<file path="src/rtl/dsc_pkg.sv">
package dsc_pkg;
  localparam int WORD_W = 16;
  localparam int CODE_W = 8;

  typedef enum logic [1:0] {
    SEL_LOAD_B  = 2'b00,
    SEL_STAGE   = 2'b01,
    SEL_COMMIT  = 2'b10,
    SEL_RSVD    = 2'b11
  } sel_e;

  function automatic sel_e word_sel(input logic [WORD_W-1:0] w);
    return sel_e'({w[15], w[12]});
  endfunction

  function automatic logic [CODE_W-1:0] word_code(input logic [WORD_W-1:0] w);
    return w[11:4];
  endfunction
endpackage

</file>
<file path="src/rtl/dsc_sync.sv">
module dsc_sync #(
  parameter int WIDTH  = 3,
  parameter int STAGES = 2
) (
  input  logic             clk,
  input  logic             rst,
  input  logic [WIDTH-1:0] d,
  output logic [WIDTH-1:0] q
);
  genvar g;
  generate
    for (g = 0; g < WIDTH; g++) begin : g_bit
      logic [STAGES-1:0] chain;
      always_ff @(posedge clk) begin
        if (rst) chain <= '0;
        else     chain <= {chain[STAGES-2:0], d[g]};
      end
      assign q[g] = chain[STAGES-1];
    end
  endgenerate
endmodule

</file>
<file path="src/rtl/dsc_shifter.sv">
module dsc_shifter #(
  parameter int WORD_W = 16,
  localparam int CNT_W = $clog2(WORD_W + 1)
) (
  input  logic              clk,
  input  logic              rst,
  input  logic              sclk_s,
  input  logic              frame_s,
  input  logic              din_s,
  output logic              done,
  output logic [WORD_W-1:0] word
);
  logic              sclk_q, frame_q, full;
  logic [CNT_W-1:0]  cnt;
  logic [WORD_W-1:0] sh;
  logic              sclk_fall, frame_fall, frame_rise;

  assign sclk_fall  = sclk_q & ~sclk_s;
  assign frame_fall = frame_q & ~frame_s;
  assign frame_rise = ~frame_q & frame_s;

  always_ff @(posedge clk) begin
    if (rst) begin
      sclk_q  <= 1'b0;
      frame_q <= 1'b0;
      full    <= 1'b0;
      cnt     <= '0;
      sh      <= '0;
      done    <= 1'b0;
      word    <= '0;
    end else begin
      sclk_q  <= sclk_s;
      frame_q <= frame_s;
      done    <= 1'b0;
      if (frame_fall) begin
        cnt  <= '0;
        sh   <= '0;
        full <= 1'b0;
      end else if (frame_rise) begin
        if (cnt != '0 && !full) begin
          done <= 1'b1;
          word <= sh;
        end
        cnt <= '0;
      end else if (!frame_s && sclk_fall && !full) begin
        sh  <= {sh[WORD_W-2:0], din_s};
        cnt <= cnt + 1'b1;
        if (cnt == CNT_W'(WORD_W - 1)) begin
          full <= 1'b1;
          done <= 1'b1;
          word <= {sh[WORD_W-2:0], din_s};
        end
      end
    end
  end

  AST_CNT_BOUND: assert property (@(posedge clk) disable iff (rst)
    cnt <= CNT_W'(WORD_W)) else $error("bit count overflow");
  AST_FULL_STOP: assert property (@(posedge clk) disable iff (rst)
    (full && !frame_fall && !frame_rise) |=> $stable(sh)) else $error("bits taken after full word");
  AST_DONE_PULSE: assert property (@(posedge clk) disable iff (rst)
    done |=> !done) else $error("completion not a single pulse");
endmodule

</file>
<file path="src/rtl/dsc_regfile.sv">
module dsc_regfile
  import dsc_pkg::*;
#(
  parameter int WORD_W = dsc_pkg::WORD_W,
  parameter int CODE_W = dsc_pkg::CODE_W
) (
  input  logic              clk,
  input  logic              rst,
  input  logic              valid,
  input  logic [WORD_W-1:0] word,
  output logic [CODE_W-1:0] code_a,
  output logic [CODE_W-1:0] code_b,
  output logic              fast_mode,
  output logic              power_down
);
  logic [CODE_W-1:0] stage;
  sel_e              sel;
  logic [CODE_W-1:0] code;

  assign sel  = word_sel(word);
  assign code = word_code(word);

  always_ff @(posedge clk) begin
    if (rst) begin
      stage      <= '0;
      code_a     <= '0;
      code_b     <= '0;
      fast_mode  <= 1'b0;
      power_down <= 1'b0;
    end else if (valid) begin
      fast_mode  <= word[14];
      power_down <= word[13];
      unique case (sel)
        SEL_LOAD_B: begin
          stage  <= code;
          code_b <= code;
        end
        SEL_STAGE:  stage <= code;
        SEL_COMMIT: begin
          code_a <= code;
          code_b <= stage;
        end
        SEL_RSVD: ;
      endcase
    end
  end

  AST_STAGE_ONLY: assert property (@(posedge clk) disable iff (rst)
    (valid && sel == SEL_STAGE) |=> ($stable(code_a) && $stable(code_b))) else $error("stage word moved a code");
  AST_RSVD_HOLD: assert property (@(posedge clk) disable iff (rst)
    (valid && sel == SEL_RSVD) |=> ($stable(code_a) && $stable(code_b) && $stable(stage))) else $error("reserved word changed state");
  AST_COMMIT_PAIR: assert property (@(posedge clk) disable iff (rst)
    (valid && sel == SEL_COMMIT) |=> (code_a == $past(code) && code_b == $past(stage))) else $error("commit mismatch");
  AST_LOAD_B: assert property (@(posedge clk) disable iff (rst)
    (valid && sel == SEL_LOAD_B) |=> ($stable(code_a) && code_b == $past(code))) else $error("load B mismatch");
  AST_IDLE_HOLD: assert property (@(posedge clk) disable iff (rst)
    !valid |=> ($stable(code_a) && $stable(code_b) && $stable(fast_mode) && $stable(power_down))) else $error("output moved without a word");
endmodule

</file>
<file path="src/rtl/dac_serial_ctrl.sv">
module dac_serial_ctrl
  import dsc_pkg::*;
#(
  parameter int SYNC_STAGES = 2
) (
  input  logic              clk,
  input  logic              rst,
  input  logic              frame_n,
  input  logic              ser_clk,
  input  logic              ser_din,
  output logic [CODE_W-1:0] code_a,
  output logic [CODE_W-1:0] code_b,
  output logic              fast_mode,
  output logic              power_down
);
  logic [2:0]        pins_s;
  logic              done;
  logic [WORD_W-1:0] word;

  dsc_sync #(.WIDTH(3), .STAGES(SYNC_STAGES)) u_sync (
    .clk (clk),
    .rst (rst),
    .d   ({frame_n, ser_clk, ser_din}),
    .q   (pins_s)
  );

  dsc_shifter #(.WORD_W(WORD_W)) u_shift (
    .clk     (clk),
    .rst     (rst),
    .sclk_s  (pins_s[1]),
    .frame_s (pins_s[2]),
    .din_s   (pins_s[0]),
    .done    (done),
    .word    (word)
  );

  dsc_regfile #(.WORD_W(WORD_W), .CODE_W(CODE_W)) u_regs (
    .clk        (clk),
    .rst        (rst),
    .valid      (done),
    .word       (word),
    .code_a     (code_a),
    .code_b     (code_b),
    .fast_mode  (fast_mode),
    .power_down (power_down)
  );

  AST_RESET_CLEAR: assert property (@(posedge clk)
    $past(rst) |-> (code_a == '0 && code_b == '0 && !fast_mode && !power_down)) else $error("reset state wrong");
endmodule

</file>
<file path="config.mk">
export PLATFORM = sky130hd
export DESIGN_NAME = dac_serial_ctrl
export DESIGN_NICKNAME = d
export VERILOG_FILES = /design/src/rtl/dsc_pkg.sv /design/src/rtl/dsc_sync.sv /design/src/rtl/dsc_shifter.sv /design/src/rtl/dsc_regfile.sv /design/src/rtl/dac_serial_ctrl.sv
export SDC_FILE = /design/constraint.sdc
export NUM_CORES = 1
export LEC_CHECK = 0
export ABC_AREA = 1
export BUFFER_PORTS_ARGS = -buffer_cell sky130_fd_sc_hd__buf_2
export CORE_UTILIZATION = 55
export CTS_BUF_LIST = sky130_fd_sc_hd__clkbuf_8
export DETAILED_ROUTE_END_ITERATION = 6
export PLACE_DENSITY = 0.82
export SLEW_MARGIN = 20
export SYNTH_ARGS = -nofsm -noshare
export SYNTH_HDL_FRONTEND = slang
export SYNTH_SLANG_ARGS = --single-unit
</file>
<file path="constraint.sdc">
create_clock -name clk -period 2.4 [get_ports clk]
set_input_delay 0.48 -clock clk [delete_from_list [all_inputs] [get_ports clk]]
set_output_delay 0.48 -clock clk [all_outputs]
set_load 0.005 [all_outputs]
</file>
==> results of run 1 <==
## cells by family after synthesis
kind of cell / count (synthesis) / synth area share
fa+ha+maj: 3 / 0.0135
flops: 69 / 0.496
simple gates: 174 / 0.255
compound gates: 76 / 0.146
buf+inv: 61 / 0.0886
## layout make-up
cell class	instances	area (um2)
fillers	413	1650
flip-flops and latches	69	1380
multi-input cells	253	1150
inverters	43	161
repair buffers	28	155
clock buffers	10	138
well taps	67	83.8
clock inverters	6	62.6
## critical path: stages (launching register included)
cell     delay (ps)
dfxtp_1         360
ha_1            180
inv_1            50
nor3_1          140
ha_1            170
nand3_1         120
nand2_2         350
nand3_1         120
nand2_1         100
nor2_1           40
## stage by stage
stage	total power, W	util	area [um2]	setup slack [ps]	hold WS [ps]
floorplan	0.00128	-	2780	890	388
global placement	0.00130	0.614	2940	713	390
detailed placement	0.00130	0.614	2940	647	397
CTS	0.00223	0.655	3140	632	335
global route	0.00229	0.655	3140	460	332
finish	0.00222	0.655	3140	658	341
## power by group
group          leakage [nW]  internal (W)  switching [W]
Clock                 0.100      0.000506       0.000435
Combinational         0.718     0.0000340      0.0000645
Sequential            0.558       0.00116      0.0000140
Total                  1.38       0.00170       0.000514
## final timing paths
kind / start / end / slack [ps] / depth (start not counted)
min: ser_clk / u_sync.g_bit[1].chain[0]$_SDFF_PP0_ / 340 / 3
min reg2reg: u_sync.g_bit[0].chain[0]$_SDFF_PP0_ / u_sync.g_bit[0].chain[1]$_SDFF_PP0_ / 410 / 2
max: u_shift.cnt[0]$_SDFFE_PP0P_ / u_shift.word[14]$_SDFFE_PP0P_ / 660 / 9
max reg2reg: u_shift.cnt[0]$_SDFFE_PP0P_ / u_shift.word[14]$_SDFFE_PP0P_ / 660 / 9
## placed cells by master, fill, tap and decap left out, types with 3 or more instances in the layout
master	synthesis	layout
ha_1	3	3
buf_2	10	22
nor3_1	4	4
o21ai_0	35	35
nor2_1	81	81
clkbuf_8	0	10
nand3_1	22	22
inv_2	4	4
o211ai_1	7	7
buf_4	1	6
dfxtp_1	69	69
nand2_1	61	61
a21oi_1	31	31
inv_1	38	39
## layer usage
metal / up-vias / track usage / part of all wire
li1: 1261 / - / -
met1: 1124 / 0.286 / 0.47
met2: 41 / 0.356 / 0.48
met3: 8 / 0.0497 / 0.032
met4: 0 / 0.109 / 0.015
met5: - / 0 / 0
## state kept, by name (all words and copies together) (netlist names)
signal              flops
u_shift.frame_q         1
u_shift.done            1
u_regs.code_b           8
u_regs.stage            8
u_shift.sh             16
u_shift.full            1
u_sync.g_bit.chain      6
u_regs.fast_mode        1
u_shift.word           12
u_regs.power_down       1
u_shift.cnt             5
u_regs.code_a           8
u_shift.sclk_q          1
==> out/metrics.csv, run 1 <==
stage,metric,value,unit
layout,Layout area overhead,12.7,%
placed_design,dpl hpwl,3680,um
logic_synthesis,Async SR Flop Fraction,0,
clock_tree,CTS Buf Count,9,
drt,Initial DRC Count,93,
critical_path,Crit Path Class,reg2reg,
run_status,status,"finished, final reports clean",
timing,Tcrit/Tclk final,0.726,
timing,Final Hold Viols,0,
floorplan,CORE AREA,0.00479,mm2
clock_tree,root cell of the clock tree,clkbuf_8,
timing,Post-Route Setup TNS,0,ps
logic_synthesis,syn_area_per_cell,7.27,um2
placed_design,PortBufs,22,
drt,DRC errors left,0,
logic_synthesis,main flop type after synthesis,dfxtp_1,
layout,layout cell share with drive strength beyond 1,0.130,
logic_synthesis,Yosys top cell area share,0.496,
drt,vias,2434,
timing,Worst Max-Slew Pin Slew,756,ps
timing,Slew Limit Fails,0,
critical_path,"Max FO, Critical Path",24,
logic_synthesis,"FF+latch count, synth",69,
grt,Overflow after GRT,0,
critical_path,CP endpoint kind,register,
layout,ant diodes,0,
logic_synthesis,Mapped Cells,383,
logic_synthesis,synth unique cells,23,
clock_tree,hold_buf cts,0,
clock_tree,clock sinks,69,
clock_tree,"Setup Fix Bufs, Post-CTS",0,
timing,Final Critical Period,1740,ps
flow_run,MaxCap Viol Count,0,
clock_tree,H-tree depth,3,
drt,DRT Pass-1 Iters,4,
clock_tree,clock-pin transition on the worst setup and hold timing paths,70,ps
critical_path,Startpoint Class,register,
timing,setup violators final,0,
logic_synthesis,leading area contributor after synthesis,dfxtp_1,
placed_design,Placed Instances,460,
logic_synthesis,yosys warns,0,
logic_synthesis,commonest cells in the netlist,"nor2_1, dfxtp_1, nand2_1",
timing,f_max,574,MHz
grt,initial antenna violation count,0,
critical_path,CP Data Required Time,2630,ps
logic_synthesis,Mapped Area,0.00278,mm2
critical_path,Worst EP arrival,1970,ps
drt,Routed WL per cell,11.5,um
grt,Total Routing Usage GR,0.224,
hold_path,worst hold-check path type,in2reg,
drt,drt total wl,5480,um
logic_synthesis,Syn Nets,391,
clock_tree,CTS tree,built,
power,VDD IR-drop max,0.000579,V
grt,first-pass GRT wire length,9090,um
grt,largest net degree at the start of global routing,38,
grt,vias in the first global route,2073,
floorplan,Die Ht,73.1,um
power,P_leak,1.38,nW
floorplan,Initial Util,0.581,
clock_tree,clk_lat worst skew,340,ps
logic_synthesis,register area share after synthesis,0.496,
timing,Layout Skew,13.7,ps
timing,RSZ-0062 raised after global routing,no,
logic_synthesis,Post-synth EDFFs,0,
clock_tree,CTS Buffer Depth,2,
clock_tree,CTS resizes,0,
logic_synthesis,most frequent cell after synthesis,nor2_1,
drt,vias per inst,5.11,
floorplan,std cell rows,25,
layout,nets,412,
floorplan,Die W,73.1,um
timing,Slew headroom,0.494,
floorplan,die area,0.00535,mm2
placed_design,GPL Wtd Cong,0.826,
power,Pwr per Cell Area,707,mW/mm2
logic_synthesis,Area contributors post-synth,"dfxtp_1, nor2_1, nand2_1",
drt,Routed Antenna Nets,0,
layout,Non-Filler Instances,476,
floorplan,IO Pins,23,
Note: power is estimated with default switching activity, not from simulation.
==> run 2: changes to the inputs <==
--- a/config.mk
+++ b/config.mk
@@ -10,7 +10,7 @@
 export CORE_UTILIZATION = 55
 export CTS_BUF_LIST = sky130_fd_sc_hd__clkbuf_8
 export DETAILED_ROUTE_END_ITERATION = 6
-export PLACE_DENSITY = 0.82
+export PLACE_DENSITY = 0.85
 export SLEW_MARGIN = 20
 export SYNTH_ARGS = -nofsm -noshare
 export SYNTH_HDL_FRONTEND = slang
==> constraint.sdc (replaced) <==
create_clock -name clk -period 1.5 [get_ports clk]
set_input_delay 0.3 -clock clk [delete_from_list [all_inputs] [get_ports clk]]
set_output_delay 0.3 -clock clk [all_outputs]
set_load 0.005 [all_outputs]
==> run 2 against run 1 <==
The run now ends with setup timing left. Global-route usage increased by 3.2 points. Register-to-register slack got worse by 740 ps. Design area grew 8.0%. Via count grew 3.9%. Clock power increased by 86%. Critical endpoint is now u_shift.word[12]$_SDFFE_PP0P_.
==> out/metrics.csv, run 2 (synthesis gave the netlist of run 1 again) <==
stage,metric,value,unit,change
layout,filler cell count,374,,-9.4%
grt,first-pass GRT wire length,10400,um,+14%
clock_tree,CTS Buffer Depth,2,,unchanged
placed_design,GPL Wtd Cong,0.754,,-8.7%
drt,vias,2528,,+3.9%
drt,drt total wl,6370,um,+16%
layout,"most common cell after layout, fill and taps aside",nor2_1,,
drt,Routed Antenna Nets,0,,unchanged
timing,Slew headroom,0.665,,+0.171
critical_path,CP Data Required Time,1750,ps,-880 ps
run_status,failing checks,setup timing,,
clock_tree,CTS Buf Count,9,,unchanged
layout,nets,422,,+2.4%
floorplan,Die W,73.1,um,unchanged
grt,vias in the first global route,2455,,+18%
placed_design,area post-placement,0.00300,mm2,+2.1%
layout,Layout area overhead,21.8,%,
flow_run,MaxCap Viol Count,0,,unchanged
run_status,status,"complete, but fails checks",,
critical_path,Worst EP arrival,1840,ps,-130 ps
placed_design,PortBufs,22,,unchanged
drt,Initial DRC Count,150,,+61%
critical_path,"Max FO, Critical Path",6,,-75%
timing,final critical-path setup slack,-81.9,ps,-740 ps
timing,RSZ-0062 raised after global routing,yes,,
timing,Final Hold Viols,0,,unchanged
clock_tree,clock sinks,69,,unchanged
floorplan,IO Pins,23,,unchanged
grt,initial antenna violation count,0,,unchanged
clock_tree,H-tree depth,3,,unchanged
layout,top flop regs,"u_shift.sh x16, u_shift.word x12",,
layout,max FFs per register,16,,unchanged
layout,layout cell share with drive strength beyond 1,0.212,,+0.0828
timing,Final Critical Period,1580,ps,-160 ps
clock_tree,hold_buf cts,0,,unchanged
timing,Worst Max-Slew Pin Slew,502,ps,-255 ps
layout,cell area after layout,0.00339,mm2,+8.0%
timing,Post-Route Setup TNS,-614,ps,-614 ps
layout,Biggest register,u_shift.sh,,
floorplan,std cell rows,25,,unchanged
clock_tree,clk_lat worst skew,350,ps,about the same
power,VDD IR-drop max,0.000739,V,+28%
critical_path,worst-case reg-to-reg path depth,10,,+1
drt,DRT Pass-1 Iters,4,,unchanged
grt,largest net degree at the start of global routing,38,,unchanged
timing,f_max,632,MHz,+10%
timing,worst hold margin,147,ps,-193 ps
critical_path,crit path to,u_shift.word[12]$_SDFFE_PP0P_,,
critical_path,Startpoint Class,register,,
critical_path,r2r endpoint,u_shift.word[12]$_SDFFE_PP0P_,,
power,P_leak,1.46,nW,+6.2%
timing,setup violators final,12,,+12
layout,"commonest cells after routing, fill and taps aside","nor2_1, dfxtp_1, nand2_1",,
floorplan,die area,0.00535,mm2,unchanged
critical_path,Register-to-Register Setup Slack,-80,ps,-740 ps
floorplan,CORE AREA,0.00479,mm2,unchanged
timing,Tcrit/Tclk final,1.05,,+0.329
clock_tree,root cell of the clock tree,clkbuf_8,,
critical_path,Crit Path Class,reg2reg,,
floorplan,Initial Util,0.581,,unchanged
power,Pwr per Cell Area,1130,mW/mm2,+59%
clock_tree,CTS tree,built,,
floorplan,Die Ht,73.1,um,unchanged
hold_path,worst hold-check path type,in2reg,,
drt,DRC errors left,0,,unchanged
timing,Slew Limit Fails,0,,unchanged
grt,Overflow after GRT,0,,unchanged
timing,Layout Skew,15.0,ps,+1.35 ps
drt,vias per inst,5.20,,+1.7%
clock_tree,clock-pin transition on the worst setup and hold timing paths,90,ps,+20 ps
critical_path,CP Launch Point,u_shift.cnt[1]$_SDFFE_PP0P_,,
critical_path,CP endpoint kind,register,,
layout,ant diodes,0,,unchanged
drt,Routed WL per cell,13.1,um,+14%
critical_path,worst r2r src,u_shift.cnt[1]$_SDFFE_PP0P_,,
placed_design,dpl hpwl,3750,um,+1.9%
grt,Total Routing Usage GR,0.256,,+0.0321
==> run 2: cell count changes in the layout (fill, tap and decap cells not counted), sizes merged <==
cell / previous run / this run
clkbuf: 10 / 9
bufinv: 1 / 2
inv: 44 / 45
clkinv: 2 / 3
clkinvlp: 2 / 0
buf: 28 / 38
==> run 2: critical path: stages, from the launching register on <==
cell and delay (ps):
dfxtp_2 360, ha_4 140, inv_2 40, nor3_2 170, ha_2 220, nand3_4 90
nand2_4 130, buf_6 140, nand3_2 70, nand2_2 90, nor2_2 50
==> run 2: area by class of cell <==
cell class / count / area, um2 / area share
repair buffers: 38 / 267 / 0.0787
multi-input cells: 253 / 1260 / 0.371
inverters: 43 / 164 / 0.0484
clock buffers: 9 / 124 / 0.0366
clock inverters: 7 / 106 / 0.0314
well taps: 67 / 83.8 / 0.0247
flip-flops and latches: 69 / 1390 / 0.409
==> run 2: layer usage <==
metal / part of all wire / GRT usage / vias to the layer above
met5: 0 / 0 / -
met4: 0.022 / 0.135 / 0
met3: 0.042 / 0.0677 / 19
met2: 0.49 / 0.424 / 65
met1: 0.44 / 0.302 / 1167
li1: - / - / 1277
==> run 2: where the power goes <==
group / internal (W) / switching (W) / total [W]
combinational: 0.0000670 / 0.000117 / 0.000184
sequential: 0.00186 / 0.0000240 / 0.00189
clock: 0.000965 / 0.000782 / 0.00175
total: 0.00289 / 0.000923 / 0.00382
==> run 2: how the worst min path moves through the flow <==
stage                                               end                           startpoint  slack [ps]  cells after the start
floorplan           u_sync.g_bit[0].chain[1]$_SDFF_PP0_  u_sync.g_bit[0].chain[0]$_SDFF_PP0_         390                      2
global placement    u_sync.g_bit[1].chain[1]$_SDFF_PP0_  u_sync.g_bit[1].chain[0]$_SDFF_PP0_         390                      2
detailed placement  u_sync.g_bit[1].chain[1]$_SDFF_PP0_  u_sync.g_bit[1].chain[0]$_SDFF_PP0_         400                      2
CTS                 u_sync.g_bit[0].chain[0]$_SDFF_PP0_                              ser_din         140                      3
global route        u_sync.g_bit[0].chain[0]$_SDFF_PP0_                              ser_din         150                      3
finish              u_sync.g_bit[0].chain[0]$_SDFF_PP0_                              ser_din         150                      3
==> run 2: repair_timing <==
item	CTS	global route
pin swaps	1	14
resized for setup	25	10
setup endpoints to repair	12	12
buffers inserted	4	1
endpoints found under the hold margin	0	0
cloned	2	0
==> run 2: through the flow <==
| step | instances | utilization | power, W | setup slack [ps] |
|---|---|---|---|---|
| floorplan | 383 | - | 0.00204 | 26.7 |
| global placement | 465 | 0.627 | 0.00209 | 36.4 |
| detailed placement | 465 | 0.627 | 0.00209 | -36.5 |
| CTS | 487 | 0.710 | 0.00383 | -8.42 |
| global route | 486 | 0.708 | 0.00394 | -164 |
| finish | 486 | 0.708 | 0.00382 | -81.9 |
